## src/rtl/chain_rd_pkg.sv

```systemverilog
package chain_rd_pkg;
    localparam logic [5:0] AM_READOUT = 6'h1B;

    typedef enum logic [2:0] {
        ST_IDLE,
        ST_NODATA,
        ST_HOLD,
        ST_DATA,
        ST_ACK,
        ST_PASS
    } rd_state_e;
endpackage

```

## src/rtl/bus_sync.sv

```systemverilog
module bus_sync #(
    parameter int          W       = 8,
    parameter logic [W-1:0] RST_VAL = '0
) (
    input  logic         clk,
    input  logic         rst_n,
    input  logic [W-1:0] d,
    output logic [W-1:0] q
);
    logic [W-1:0] meta_q;
    logic [W-1:0] sync_q;

    always_ff @(posedge clk or negedge rst_n) begin
        if (!rst_n) begin
            meta_q <= RST_VAL;
            sync_q <= RST_VAL;
        end else begin
            meta_q <= d;
            sync_q <= meta_q;
        end
    end

    assign q = sync_q;
endmodule

```

## src/rtl/event_fifo.sv

```systemverilog
module event_fifo #(
    parameter int DW    = 32,
    parameter int TW    = 4,
    parameter int DEPTH = 16
) (
    input  logic          clk,
    input  logic          rst_n,
    input  logic          push,
    input  logic [DW-1:0] push_data,
    input  logic [TW-1:0] push_tag,
    input  logic          push_last,
    output logic          push_ready,
    input  logic          pop,
    output logic [DW-1:0] head_data,
    output logic [TW-1:0] head_tag,
    output logic          head_last,
    output logic          empty
);
    localparam int AW = $clog2(DEPTH);
    localparam int EW = DW + TW + 1;

    logic [EW-1:0] mem [DEPTH];
    logic [AW:0]   wptr_q, wptr_d;
    logic [AW:0]   rptr_q, rptr_d;
    logic          full;
    logic          do_push;
    logic          do_pop;

    assign empty   = (wptr_q == rptr_q);
    assign full    = (wptr_q[AW] != rptr_q[AW]) && (wptr_q[AW-1:0] == rptr_q[AW-1:0]);
    assign do_push = push && !full;
    assign do_pop  = pop && !empty;
    assign push_ready = !full;

    always_comb begin
        wptr_d = wptr_q + (AW+1)'(do_push);
        rptr_d = rptr_q + (AW+1)'(do_pop);
    end

    always_ff @(posedge clk or negedge rst_n) begin
        if (!rst_n) begin
            wptr_q <= '0;
            rptr_q <= '0;
        end else begin
            wptr_q <= wptr_d;
            rptr_q <= rptr_d;
        end
    end

    always_ff @(posedge clk) begin
        if (do_push) mem[wptr_q[AW-1:0]] <= {push_last, push_tag, push_data};
    end

    assign {head_last, head_tag, head_data} = mem[rptr_q[AW-1:0]];
endmodule

```

## src/rtl/readout_ctrl.sv

```systemverilog
module readout_ctrl
    import chain_rd_pkg::*;
#(
    parameter int DW = 32
) (
    input  logic          clk,
    input  logic          rst_n,
    input  logic          s_as,
    input  logic          s_ds_both,
    input  logic          s_ds_none,
    input  logic          s_en,
    input  logic          cycle_ok,
    input  logic          has_data,
    input  logic          empty,
    input  logic [DW-1:0] head_data,
    input  logic          head_last,
    output logic          pop,
    output logic          busy,
    output logic          pass,
    output logic          dtack,
    output logic          oe,
    output logic [DW-1:0] dout
);
    typedef struct packed {
        rd_state_e     state;
        logic          busy;
        logic          pass;
        logic          dtack;
        logic          oe;
        logic [DW-1:0] dout;
    } ctrl_t;

    ctrl_t ctl_d, ctl_q;
    logic  pop_d;

    always_comb begin
        ctl_d = ctl_q;
        pop_d = 1'b0;
        if (!s_as) begin
            ctl_d.state = ST_IDLE;
            ctl_d.busy  = 1'b0;
            ctl_d.pass  = 1'b0;
            ctl_d.dtack = 1'b0;
            ctl_d.oe    = 1'b0;
            ctl_d.dout  = '0;
        end else begin
            unique case (ctl_q.state)
                ST_IDLE: begin
                    if (cycle_ok) begin
                        if (has_data) begin
                            ctl_d.state = ST_HOLD;
                            ctl_d.busy  = 1'b1;
                        end else begin
                            ctl_d.state = ST_NODATA;
                        end
                    end
                end
                ST_NODATA: begin
                    if (s_en) begin
                        ctl_d.state = ST_PASS;
                        ctl_d.pass  = 1'b1;
                    end
                end
                ST_HOLD: begin
                    if (s_en && s_ds_both && !empty) begin
                        ctl_d.state = ST_DATA;
                        ctl_d.oe    = 1'b1;
                        ctl_d.dout  = head_data;
                    end
                end
                ST_DATA: begin
                    if (s_en && s_ds_both) begin
                        ctl_d.state = ST_ACK;
                        ctl_d.dtack = 1'b1;
                    end else begin
                        ctl_d.state = ST_HOLD;
                        ctl_d.oe    = 1'b0;
                        ctl_d.dout  = '0;
                    end
                end
                ST_ACK: begin
                    ctl_d.dtack = s_en && s_ds_both;
                    if (s_ds_none) begin
                        pop_d       = 1'b1;
                        ctl_d.dtack = 1'b0;
                        ctl_d.oe    = 1'b0;
                        ctl_d.dout  = '0;
                        if (head_last) begin
                            ctl_d.state = ST_PASS;
                            ctl_d.busy  = 1'b0;
                            ctl_d.pass  = 1'b1;
                        end else begin
                            ctl_d.state = ST_HOLD;
                        end
                    end
                end
                ST_PASS: begin
                end
                default: ctl_d.state = ST_IDLE;
            endcase
        end
    end

    always_ff @(posedge clk or negedge rst_n) begin
        if (!rst_n) begin
            ctl_q <= '{state: ST_IDLE, busy: 1'b0, pass: 1'b0, dtack: 1'b0,
                       oe: 1'b0, dout: '0};
        end else begin
            ctl_q <= ctl_d;
        end
    end

    assign pop   = pop_d;
    assign busy  = ctl_q.busy;
    assign pass  = ctl_q.pass;
    assign dtack = ctl_q.dtack;
    assign oe    = ctl_q.oe;
    assign dout  = ctl_q.dout;
endmodule

```

## src/rtl/chain_readout_slave.sv

```systemverilog
module chain_readout_slave
    import chain_rd_pkg::*;
#(
    parameter int DATA_W = 32,
    parameter int DEPTH  = 16
) (
    input  logic              clk,
    input  logic              rst_n,
    input  logic              as_n,
    input  logic [1:0]        ds_n,
    input  logic              lword_n,
    input  logic              write_n,
    input  logic [5:0]        am,
    input  logic [5:1]        bus_addr,
    input  logic              en_in_n,
    output logic              en_out,
    output logic              busy_drive,
    output logic              dtack_drive,
    output logic              data_oe,
    output logic [DATA_W-1:0] data_out,
    input  logic              push_valid,
    input  logic [DATA_W-1:0] push_data,
    input  logic [3:0]        push_tag,
    input  logic              push_last,
    output logic              push_ready
);
    localparam int TAG_W  = 4;
    localparam int CTRL_W = 6;
    localparam int SYNC_W = CTRL_W + 6 + 5;
    localparam logic [SYNC_W-1:0] SYNC_RST = {{CTRL_W{1'b1}}, 11'b0};

    logic [SYNC_W-1:0] raw_in, syn_out;
    logic              s_as_n, s_lword_n, s_write_n, s_en_n;
    logic [1:0]        s_ds_n;
    logic [5:0]        s_am;
    logic [5:1]        s_addr;

    assign raw_in = {as_n, ds_n, lword_n, write_n, en_in_n, am, bus_addr};

    bus_sync #(.W(SYNC_W), .RST_VAL(SYNC_RST)) u_sync (
        .clk   (clk),
        .rst_n (rst_n),
        .d     (raw_in),
        .q     (syn_out)
    );

    assign {s_as_n, s_ds_n, s_lword_n, s_write_n, s_en_n, s_am, s_addr} = syn_out;

    logic              cycle_ok, has_data, pop, empty, head_last;
    logic [DATA_W-1:0] head_data;
    logic [TAG_W-1:0]  head_tag;

    assign cycle_ok = !s_as_n && (s_am == AM_READOUT) && !s_addr[1]
                      && !s_lword_n && s_write_n;
    assign has_data = !empty && (head_tag == s_addr[5:2]);

    event_fifo #(.DW(DATA_W), .TW(TAG_W), .DEPTH(DEPTH)) u_store (
        .clk        (clk),
        .rst_n      (rst_n),
        .push       (push_valid),
        .push_data  (push_data),
        .push_tag   (push_tag),
        .push_last  (push_last),
        .push_ready (push_ready),
        .pop        (pop),
        .head_data  (head_data),
        .head_tag   (head_tag),
        .head_last  (head_last),
        .empty      (empty)
    );

    readout_ctrl #(.DW(DATA_W)) u_ctrl (
        .clk       (clk),
        .rst_n     (rst_n),
        .s_as      (!s_as_n),
        .s_ds_both (s_ds_n == 2'b00),
        .s_ds_none (s_ds_n == 2'b11),
        .s_en      (!s_en_n),
        .cycle_ok  (cycle_ok),
        .has_data  (has_data),
        .empty     (empty),
        .head_data (head_data),
        .head_last (head_last),
        .pop       (pop),
        .busy      (busy_drive),
        .pass      (en_out),
        .dtack     (dtack_drive),
        .oe        (data_oe),
        .dout      (data_out)
    );
endmodule

```

## config.mk

```make
export PLATFORM = sky130hd
export DESIGN_NAME = chain_readout_slave
export DESIGN_NICKNAME = d
export VERILOG_FILES = /design/src/rtl/chain_rd_pkg.sv /design/src/rtl/bus_sync.sv /design/src/rtl/event_fifo.sv /design/src/rtl/readout_ctrl.sv /design/src/rtl/chain_readout_slave.sv
export SDC_FILE = /design/constraint.sdc
export NUM_CORES = 1
export LEC_CHECK = 0
export BUFFER_PORTS_ARGS = -buffer_cell sky130_fd_sc_hd__buf_2
export CELL_PAD_IN_SITES_DETAIL_PLACEMENT = 0
export CELL_PAD_IN_SITES_GLOBAL_PLACEMENT = 1
export CORE_UTILIZATION = 36
export CTS_CLUSTER_DIAMETER = 120
export DETAILED_ROUTE_END_ITERATION = 8
export PLACE_DENSITY_LB_ADDON = 0.1
export SYNTH_ARGS = -nofsm -noshare
export SYNTH_HDL_FRONTEND = slang
export SYNTH_SLANG_ARGS = --single-unit
```

## constraint.sdc

```tcl
create_clock -name clk -period 5.1 [get_ports clk]
set_clock_uncertainty 0.2 [all_clocks]
set_input_delay 0 -clock clk [delete_from_list [all_inputs] [get_ports clk]]
set_output_delay 0 -clock clk [all_outputs]
set_load 0.1 [all_outputs]
```

==> results of run 1 <==
synthesized netlist by cell type (2+ instances only):
cell type,number,share of area (%)
mux2i_1,10,0.39
or4_1,2,0.058
a21oi_1,8,0.16
nor2_1,21,0.31
o2bb2ai_1,33,1.1
nor3_1,7,0.14
edfxtp_1,592,69
or3_1,2,0.049
nand3b_1,4,0.12
buf_4,37,1.1
o211ai_1,3,0.087
nand3_1,8,0.16
a21o_1,2,0.058
a31oi_1,4,0.097
xor2_1,7,0.24
inv_1,35,0.51
dfrtp_1,71,6.9
ha_1,4,0.19
nand2_1,12,0.17
dfstp_2,12,1.2
xnor2_1,7,0.24
buf_1,9,0.13
clkbuf_1,26,0.38
nor2b_1,2,0.049
a211oi_1,2,0.058
mux4_1,8,0.82
mux4_2,172,15
o21ai_0,4,0.078
nand2b_1,4,0.097
and2_1,2,0.049
buf_2,16,0.31
worst paths after layout:
check,startpoint,endpoint,slack (ns),cells after the start
hold / removal,push_data[3],u_store.mem[10][3],0.10,2
max in group asynchronous,rst_n,u_ctrl.dout[10],3.59,4
min in group asynchronous,rst_n,u_ctrl.dout[25],0.33,4
setup / recovery,u_store.rptr_q[3],u_store.mem[4][35],1.58,7
hold reg to reg,u_sync.meta_q[2],u_sync.q[2],0.14,0
setup reg to reg,u_store.rptr_q[3],u_store.mem[4][35],1.58,7
layout make-up:
class,count,share of cell area (%)
inverters,35,0.427
flip-flops and latches,675,64.6
diodes,1,0.00813
well taps,940,3.82
multi-input cells,348,17.5
clock buffers,94,6.78
repair buffers,202,5.09
clock inverters,44,1.81
where the power goes:
group          switching, mW  internal, mW
combinational           1.56          1.18
sequential             0.237          6.58
clock                   2.20          3.53
total                   4.00          11.3
per-stage QoR:
| stage | area, um2 | utilization (%) |
|---|---|---|
| after floorplan | 25800 | - |
| after global placement | 27400 | 38.8 |
| after detailed placement | 27400 | 38.8 |
| after CTS | 30800 | 43.7 |
| after global routing | 30800 | 43.7 |
| final | 30800 | 43.7 |
layer usage:
metal	vias to the layer above	wire [um]	GRT usage (%)
li1	5124	-	-
met3	85	2230	3.00
met2	223	29200	27.5
met4	2	1210	4.35
met1	6513	29000	25.3
met5	-	11	0
state kept, by name (all words and copies together), names as in the netlist:
name / flops
u_ctrl.busy: 1
u_ctrl.ctl_q: 3
u_ctrl.dout: 32
u_ctrl.dtack: 1
u_ctrl.oe: 1
u_ctrl.pass: 1
u_store.mem: 592
u_store.rptr_q: 5
u_store.wptr_q: 5
u_sync.meta_q: 17
u_sync.q: 17
cell families after synthesis:
family | after synthesis
XOR/XNOR | 14
AO/OA/AOI/OAI | 69
AND/OR/NAND/NOR | 70
multiplexers | 191
adder cells (fa/ha/maj) | 4
buffers and inverters | 125
flip-flops | 675
worst max-delay path: cells and delay by family, from the launching register on:
family | cells | cell delay (ns)
AND/OR/NAND/NOR | 5 | 1.75
flip-flops | 1 | 0.69
buffers and inverters | 1 | 0.36
XOR/XNOR | 1 | 0.19
cells in the final DEF, fill, tap and decap left out, types with 9 or more instances in the layout:
cell           netlist  layout
nor2_4               0      12
mux4_2             172     172
clkinv_1             0      11
mux2i_1             10      10
buf_2               16      92
edfxtp_1           592     592
dfrtp_1             71      67
nor2_1              21       9
clkinv_2             0      13
dlygate4sd3_1        0      74
inv_1               35      35
bufinv_16            0      12
clkbuf_1            26       9
clkbuf_16            0      79
buf_4               37      29
nand2_1             12      12
o2bb2ai_1           33      33
dfstp_2             12      12
timing repair:
item                       in CTS  in global routing
hold endpoints to repair      684                  0
hold buffers                   75                  0
setup endpoints to repair       0                  0
==> results by group, run 1 <==
Yosys
  – Synthesis Warnings: 0
  – Sequential share of the synthesized area: 77.0%
  – Synth cell types: 53
  – Synth Cell Area: 0.0258 mm2
  – Complex-gate fraction of the synthesized area: 2.11%
  – Syn nets: 1,209
  – Ys flop type: edfxtp_1
  – Simple-gate share of the synthesized area: 1.38%
  – Largest family of logic cells by synthesized area: multiplexers
  – Mux contribution to synthesized area: 16.3%
  – Post-Synth Adder-Cell Area: 0.194%
  – Flops & latches, synth: 675
  – Ys async rst share: 12.3%
  – Post-Synthesis Cells: 1,148
  – Xor and xnor area share after synthesis: 0.475%
  – EDFF count, synth: 592
  – Mean Syn Cell Area: 22.5 um2

Routing
  – Routed via count: 11,947
  – Vias/cell: 5.11
  – Final wirelength: 61,600 um
  – DRC: 0
  – Final ANT Viol Nets: 0
  – Wire length per cell: 26.3 um
  – Initial drt markers: 734
  – Pre-Repair DR Iteration Count: 4

Worst setup path
  – Crit Path Max Fanout: 19
  – CP endpoint kind: flop
  – Slowest stage delay, CP: 0.72 ns
  – Worst Path Required: 5.20 ns
  – Arr. time, crit path: 3.61 ns
  – Cell chain of the critical path: xor2_1, nor4_1, nand2b_1, and2_1, or3b_2, nor2_4, buf_4
  – Worst path slowest cell: nor2_4
  – Kind of critical path: flop to flop
  – Critical path startpoint category: flop

Finish
  – Non-Filler Instances: 2,339
  – Layout fillers: 6,016
  – Layout cells sized above 1: 32.8%
  – Final nets: 1,398
  – Multi-input logic area: 0.00539 mm2
  – Area Growth Syn to Fin: 19.4%
  – Register area: 0.0199 mm2

Job
  – Max-cap viol count: 0

Clocking
  – Later-pin clock latency in the skew report: 0.62 ns
  – CTS tree: built
  – CTS resizes: 0
  – Post-CTS Setup Bufs: 0
  – H-Tree Depth: 3
  – Root buffer cell: clkbuf_16
  – Clock buffer count from CTS: 75
  – Longest Clk Path Bufs: 3
  – Clk pin slew, worst setup/hold paths: 0.06 ns
  – Num Clock Sinks: 675

Hold path
  – HP Class: primary input to flop

STA
  – Final Setup Violations: 0
  – Relative slew slack: 38.6%
  – Post-Route Setup TNS: 0 ns
  – FMAX: 284 MHz
  – Fin. Hold Viols: 0
  – Fin crit period: 3.52 ns
  – Fin crit share: 68.9%
  – Final Worst Setup Slack: 1.58 ns
  – RSZ-0062 raised after global routing: false
  – Hold WS: 0.104 ns
  – Worst-margin pin slew: 0.920 ns
  – Pins Over Slew Limit: 0

GRT
  – Number of global-route vias before repair: 12,971
  – First-pass GRT wire length: 91,500 um
  – Global route overflow: 0
  – Largest net degree at the start of global routing: 55
  – GRT Util Overall: 17.5%
  – Initial antenna violation count: 3

Power
  – Pwr/cell area: 496 mW/mm2
  – Overall Power: 15.3 mW
  – Pleak: 10.1 nW
  – VDD IR-drop max: 0.000258 V

Floorplan
  – Core ar.: 0.0705 mm2
  – Row count: 97
  – DIE AREA: 0.0727 mm2
  – Initial Util: 36.6%
  – Die Span Y: 270 um
  – Chip width: 270 um
  – # IOs: 94

Placement
  – Placer Congestion: 0.713
  – # placed instances: 2,125
  – Dpl ws: 1.55 ns
  – I/O Buffers: 93
  – Post-DP HPWL: 32,100 um

Run status
  – Outcome: finished clean
(Power assumes the default switching activity.)
==> inputs of run 2 (changes only) <==
clock period = 3 ns   (was 5.1 ns; I/O delays follow)
==> results by group, run 2 (same netlist as run 1, synthesis figures left out) <==
Run status
  – Outcome: finished clean (unchanged)

Worst setup path
  – CP endpoint kind: flop (unchanged)
  – CP Buf/Inv Count: 3 (was 1)
  – Crit Path Max Fanout: 20 (was 19)
  – Kind of critical path: flop to flop (unchanged)
  – Most frequent CP cell: buf_4
  – Worst path slowest cell: dfrtp_4 (was nor2_4)
  – Crit path max-delay family: simple AND/OR/NAND/NOR gates (unchanged)
  – Slowest stage delay, CP: 0.55 ns (was 0.72 ns)
  – Critical path startpoint category: flop (unchanged)
  – R2R setup slack: 0.12 ns (was 1.58 ns)
  – Worst Path Required: 3.09 ns (was 5.20 ns)
  – Cell chain of the critical path: xor2_2, nor4_4, nand2b_4, and2_1, buf_4, nand3b_1, buf_4, nor2_4, buf_12 (was xor2_1, nor4_1, nand2b_1, and2_1, or3b_2, nor2_4, buf_4)
  – Arr. time, crit path: 2.97 ns (was 3.61 ns)

Routing
  – Final wirelength: 61,300 um (was 61,600 um)
  – DRC: 0 (unchanged)
  – Final ANT Viol Nets: 0 (unchanged)
  – Vias/cell: 5.08 (was 5.11)
  – Metal2 WL: 30,400 um (was 29,200 um)
  – DR top layer: met4 (was met5)
  – Met3 Routed Length: 2110 um (was 2230 um)
  – Wire length per cell: 25.7 um (was 26.3 um)
  – Initial drt markers: 841 (was 734)
  – Metal-1 WL: 27,400 um (was 29,000 um)
  – Pre-Repair DR Iteration Count: 5 (was 4)
  – Routed via count: 12,110 (was 11,947)

Clocking
  – H-Tree Depth: 3 (unchanged)
  – CTS tree: built (unchanged)
  – Clock buffer count from CTS: 75 (unchanged)
  – Num Clock Sinks: 675 (unchanged)
  – Later-pin clock latency in the skew report: 0.61 ns (was 0.62 ns)
  – Clk pin slew, worst setup/hold paths: 0.06 ns (about the same)
  – Longest Clk Path Bufs: 3 (unchanged)
  – Root buffer cell: clkbuf_16 (unchanged)

Placement
  – I/O Buffers: 93 (unchanged)
  – Dpl ws: 0.0178 ns (was 1.55 ns)
  – # placed instances: 2,160 (was 2,125)
  – Post-DP HPWL: 33,400 um (was 32,100 um)
  – Placer Congestion: 0.723 (was 0.713)

GRT
  – First-pass GRT wire length: 91,800 um (was 91,500 um)
  – Largest net degree at the start of global routing: 48 (was 55)
  – GRT Util Overall: 17.4% (was 17.5%)
  – Number of global-route vias before repair: 13,243 (was 12,971)
  – Initial antenna violation count: 0 (was 3)
  – Global route overflow: 0 (unchanged)

Power
  – Reg power frac: 44.8% (was 44.6%)
  – VDD IR-drop max: 0.000438 V (was 0.000258 V)
  – Pleak: 10.4 nW (was 10.1 nW)
  – Total net switching power: 6.88 mW (was 4.00 mW)
  – Pwr/cell area: 816 mW/mm2 (was 496 mW/mm2)
  – Int Pwr: 18.6 mW (was 11.3 mW)
  – Combinational share of power: 20.8% (was 17.9%)
  – Switching part of the total: 27.0% (was 26.1%)
  – Clk pwr share: 34.3% (was 37.5%)

Job
  – Max-cap viol count: 0 (unchanged)

Floorplan
  – DIE AREA: 0.0727 mm2 (unchanged)
  – Die Span Y: 270 um (unchanged)
  – Row count: 97 (unchanged)
  – Core ar.: 0.0705 mm2 (unchanged)
  – Initial Util: 36.6% (unchanged)
  – # IOs: 94 (unchanged)
  – Chip width: 270 um (unchanged)

Finish
  – Most frequent cells in the layout: edfxtp_1 (592), mux4_2 (172), buf_2 (92), clkbuf_16 (77), dlygate4sd3_1 (74) (was edfxtp_1 (592), mux4_2 (172), buf_2 (92), clkbuf_16 (79), dlygate4sd3_1 (74))
  – Antenna Diode Count: 0 (was 1)
  – Layout cells sized above 1: 34.5% (was 32.8%)
  – Non-Filler Instances: 2,386 (was 2,339)
  – Final nets: 1,446 (was 1,398)
  – Layout fillers: 6,000 (was 6,016)
  – Util after Layout: 44.4% (was 43.7%)
  – Most common cell after layout, fill and taps aside: edfxtp_1 (unchanged)
  – Max FFs per register: 592 (unchanged)
  – Area Growth Syn to Fin: 21.3% (was 19.4%)

STA
  – Fin crit period: 2.88 ns (was 3.52 ns)
  – Fin. Hold Viols: 0 (unchanged)
  – Pins Over Slew Limit: 0 (unchanged)
  – Final Worst Setup Slack: 0.121 ns (was 1.58 ns)
  – Final Setup Violations: 0 (unchanged)
  – RSZ-0062 raised after global routing: true (was false)
  – Relative slew slack: 35.3% (was 38.6%)
  – Worst-margin pin slew: 0.971 ns (was 0.920 ns)
  – Post-Route Setup TNS: 0 ns (unchanged)
  – FMAX: 347 MHz (was 284 MHz)
  – Fin crit share: 96.0% (was 68.9%)

Hold path
  – HP Class: primary input to flop (unchanged)
run 2: worst paths after layout:
check                                        from  depth (start not counted)                   to
worst min-delay path                push_data[11]                          2  u_store.mem[14][11]
worst min register to register  u_sync.meta_q[10]                          0         u_sync.q[10]
worst max-delay path            u_store.rptr_q[0]                          9   u_store.mem[13][5]
min in group asynchronous                   rst_n                          3         u_sync.q[11]
worst max register to register  u_store.rptr_q[0]                          9   u_store.mem[13][5]
max in group asynchronous                   rst_n                          4    u_store.rptr_q[2]
run 2: final cells by class:
class                   count  area (um2)  area share [%]
clock buffers             102        2090            6.68
inverters                  35         131           0.420
multi-input cells         348        5480            17.5
well taps                 940        1180            3.76
flip-flops and latches    675       19900            63.6
repair buffers            250        2280            7.29
clock inverters            36         244           0.780
run 2: metal layers:
layer  vias up  GRT usage (%)
li1       5228              -
met1      6522           24.1
met2       271           28.6
met3        89           2.43
met4         0           5.23
met5         -              0
run 2: power groups by stage:
stage	logic, mW	registers (mW)	clock network (mW)
global placement	5.32	11.6	0
finish	5.32	11.4	8.76
CTS	5.41	11.5	9.01
floorplan	3.54	11.6	0
global route	5.74	11.5	9.35
detailed placement	5.31	11.6	0
run 2: timing repair:
item	CTS	global route
hold buffers	75	0
buffers inserted	0	13
setup endpoints to repair	0	87
endpoints found under the hold margin	699	0
resized for setup	0	2
run 2: per-stage QoR:
step                instance area, um2  hold slack (ns)  power, mW
finish                           31300            0.112       25.5
global route                     31300           0.0997       26.6
CTS                              31100           0.0797       25.9
detailed placement               28000          -0.0939       17.0
global placement                 28000          -0.0899       16.9
floorplan                        26000           -0.496       15.2
==> inputs of run 3 (changes only) <==
CELL_PAD_IN_SITES_DETAIL_PLACEMENT = 1   (was 0)
CORE_UTILIZATION = 49   (was 36)
==> results by group, run 3 (same netlist as run 1, synthesis figures left out) <==
Floorplan
  – Die Span Y: 231 um (was 270 um)
  – Initial Util: 50.0% (was 36.6%)
  – Chip width: 231 um (was 270 um)
  – # IOs: 94 (unchanged)
  – Core ar.: 0.0516 mm2 (was 0.0705 mm2)
  – DIE AREA: 0.0536 mm2 (was 0.0727 mm2)
  – Row count: 83 (was 97)

Clocking
  – CTS tree: built (unchanged)
  – Root buffer cell: clkbuf_16 (unchanged)
  – H-Tree Depth: 3 (unchanged)
  – Longest Clk Path Bufs: 3 (unchanged)
  – Num Clock Sinks: 675 (unchanged)
  – Clk pin slew, worst setup/hold paths: 0.06 ns (about the same)
  – Clock buffer count from CTS: 71 (was 75)
  – Later-pin clock latency in the skew report: 0.60 ns (was 0.61 ns)

Worst setup path
  – R2R setup slack: 0.08 ns (was 0.12 ns)
  – R2R depth: 7 (was 9)
  – CP endpoint kind: flop (unchanged)
  – RR Endpoint: u_ctrl.busy (was u_store.mem[13][5])
  – Most frequent CP cell: mux4_2 (was buf_4)
  – Worst Path Required: 3.31 ns (was 3.09 ns)
  – RR Startpoint: u_store.rptr_q[0] (unchanged)
  – Kind of critical path: flop to flop (unchanged)
  – Worst path slowest cell: mux4_2 (was dfrtp_4)
  – Crit Path Max Fanout: 7 (was 20)
  – Critical path startpoint category: flop (unchanged)
  – Slowest stage delay, CP: 0.51 ns (was 0.55 ns)
  – Arr. time, crit path: 3.23 ns (was 2.97 ns)
  – Cell chain of the critical path: buf_4, mux4_2, mux4_2, xnor2_1, nand4b_1, or4_4, o31ai_2 (was xor2_2, nor4_4, nand2b_4, and2_1, buf_4, nand3b_1, buf_4, nor2_4, buf_12)

Finish
  – Layout cells sized above 1: 34.8% (was 34.5%)
  – Max FFs per register: 592 (unchanged)
  – Area Growth Syn to Fin: 19.9% (was 21.3%)
  – Util after Layout: 59.9% (was 44.4%)
  – Most common cell after layout, fill and taps aside: edfxtp_1 (unchanged)
  – Register area: 0.0199 mm2 (unchanged)
  – Multi-input logic area: 0.00547 mm2 (was 0.00548 mm2)
  – Layout fillers: 4,268 (was 6,000)
  – Finished Cell Area: 0.0309 mm2 (was 0.0313 mm2)
  – Most frequent cells in the layout: edfxtp_1 (592), mux4_2 (172), buf_2 (92), clkbuf_16 (77), dlygate4sd3_1 (74) (unchanged)
  – Final nets: 1,437 (was 1,446)

Hold path
  – Hold path start: push_data[31] (was push_data[11])
  – Hold depth: 2 (unchanged)
  – HP Class: primary input to flop (unchanged)
  – Hold Path End: u_store.mem[9][31] (was u_store.mem[14][11])

GRT
  – First-pass GRT wire length: 89,500 um (was 91,800 um)
  – Met2 usage: 37.7% (was 28.6%)
  – GRT Util Overall: 23.4% (was 17.4%)
  – Initial antenna violation count: 2 (was 0)
  – GRT met3 Usage: 4.31% (was 2.43%)
  – Largest net degree at the start of global routing: 79 (was 48)
  – Met1 usage: 33.2% (was 24.1%)
  – Number of global-route vias before repair: 13,335 (was 13,243)
  – Busiest grt layer: met2 (unchanged)
  – Global route overflow: 0 (unchanged)

Routing
  – Final wirelength: 59,900 um (was 61,300 um)
  – Pre-Repair DR Iteration Count: 7 (was 5)
  – Final ANT Viol Nets: 0 (unchanged)
  – DRC: 0 (unchanged)
  – Initial drt markers: 896 (was 841)
  – Wire length per cell: 28.3 um (was 25.7 um)
  – Routed via count: 12,174 (was 12,110)
  – Vias/cell: 5.76 (was 5.08)

STA
  – FMAX: 343 MHz (was 347 MHz)
  – Fin. Hold Viols: 0 (unchanged)
  – Final Setup Violations: 0 (unchanged)
  – Hold WS: 0.117 ns (was 0.112 ns)
  – Fin crit share: 97.3% (was 96.0%)
  – Relative slew slack: 45.8% (was 35.3%)
  – Fin crit period: 2.92 ns (was 2.88 ns)
  – Pins Over Slew Limit: 0 (unchanged)
  – Worst-margin pin slew: 0.792 ns (was 0.971 ns)
  – RSZ-0062 raised after global routing: true (unchanged)

Power
  – VDD IR-drop max: 0.000505 V (was 0.000438 V)
  – Pwr/cell area: 828 mW/mm2 (was 816 mW/mm2)
  – Pleak: 10.3 nW (was 10.4 nW)

Placement
  – Post-Place Cell Area: 0.0277 mm2 (was 0.0280 mm2)
  – Post-DP HPWL: 33,200 um (was 33,400 um)
  – Placer Congestion: 0.746 (was 0.723)
  – I/O Buffers: 93 (unchanged)

Job
  – Max-cap viol count: 0 (unchanged)

Run status
  – Outcome: finished clean (unchanged)
[run 3: worst max path at each step]
stage | end | cells past startpoint | slack (ns) | from
6_report | u_ctrl.busy | 7 | 0.08 | u_store.rptr_q[0]
5_1_grt | u_ctrl.busy | 7 | -0.06 | u_store.rptr_q[0]
4_1_cts | u_store.mem[11][35] | 8 | 0.04 | u_store.rptr_q[0]
3_5_place_dp | u_store.mem[11][35] | 8 | 0.09 | u_store.rptr_q[0]
3_3_place_gp | u_ctrl.busy | 9 | 0.12 | u_store.rptr_q[0]
2_1_floorplan | u_store.mem[0][0] | 8 | -0.38 | u_store.rptr_q[1]
[run 3: power by group]
group,internal (mW),total [mW],switching [mW]
sequential,11.2,11.5,0.308
combinational,2.32,5.18,2.86
clock,5.36,8.94,3.58
[run 3: final cells by class]
cell class              count  share of cell area (%)
inverters                  35                   0.425
clock buffers             108                    6.90
well taps                 680                    2.75
multi-input cells         348                    17.7
clock inverters            23                   0.858
repair buffers            245                    7.07
flip-flops and latches    675                    64.3
diodes                      1                 0.00809
[run 3: per-layer routing]
layer  wire [um]  part of all wire, %
met4         944                  1.6
met3        2820                  4.7
met5          13                0.022
met2       29700                   50
met1       26400                   44
[run 3: what timing repair did]
action                     CTS  global route
hold endpoints to repair   684             0
hold buffers                75             0
gates resized for setup      0             3
setup endpoints to repair    0            14
setup buffers                0             8
[run 3: critical path: cells and delay by family (launching register included)]
kind	cells	cell delay, ns
xor+xnor	1	0.16
simple gates	2	0.68
compound gates	1	0.17
mux	2	0.99
flops	1	0.50
buf+inv	1	0.14
[run 3: per-stage QoR]
stage	setup slack (ns)	cells	total power [mW]	setup TNS (ns)
final	0.0820	2115	25.6	0
after global routing	-0.0627	2115	26.6	-0.0628
after CTS	0.0369	2106	25.9	0
after detailed placement	0.0932	1900	16.8	0
after global placement	0.119	1900	16.7	0
after floorplan	-0.381	1148	15.2	-40.27
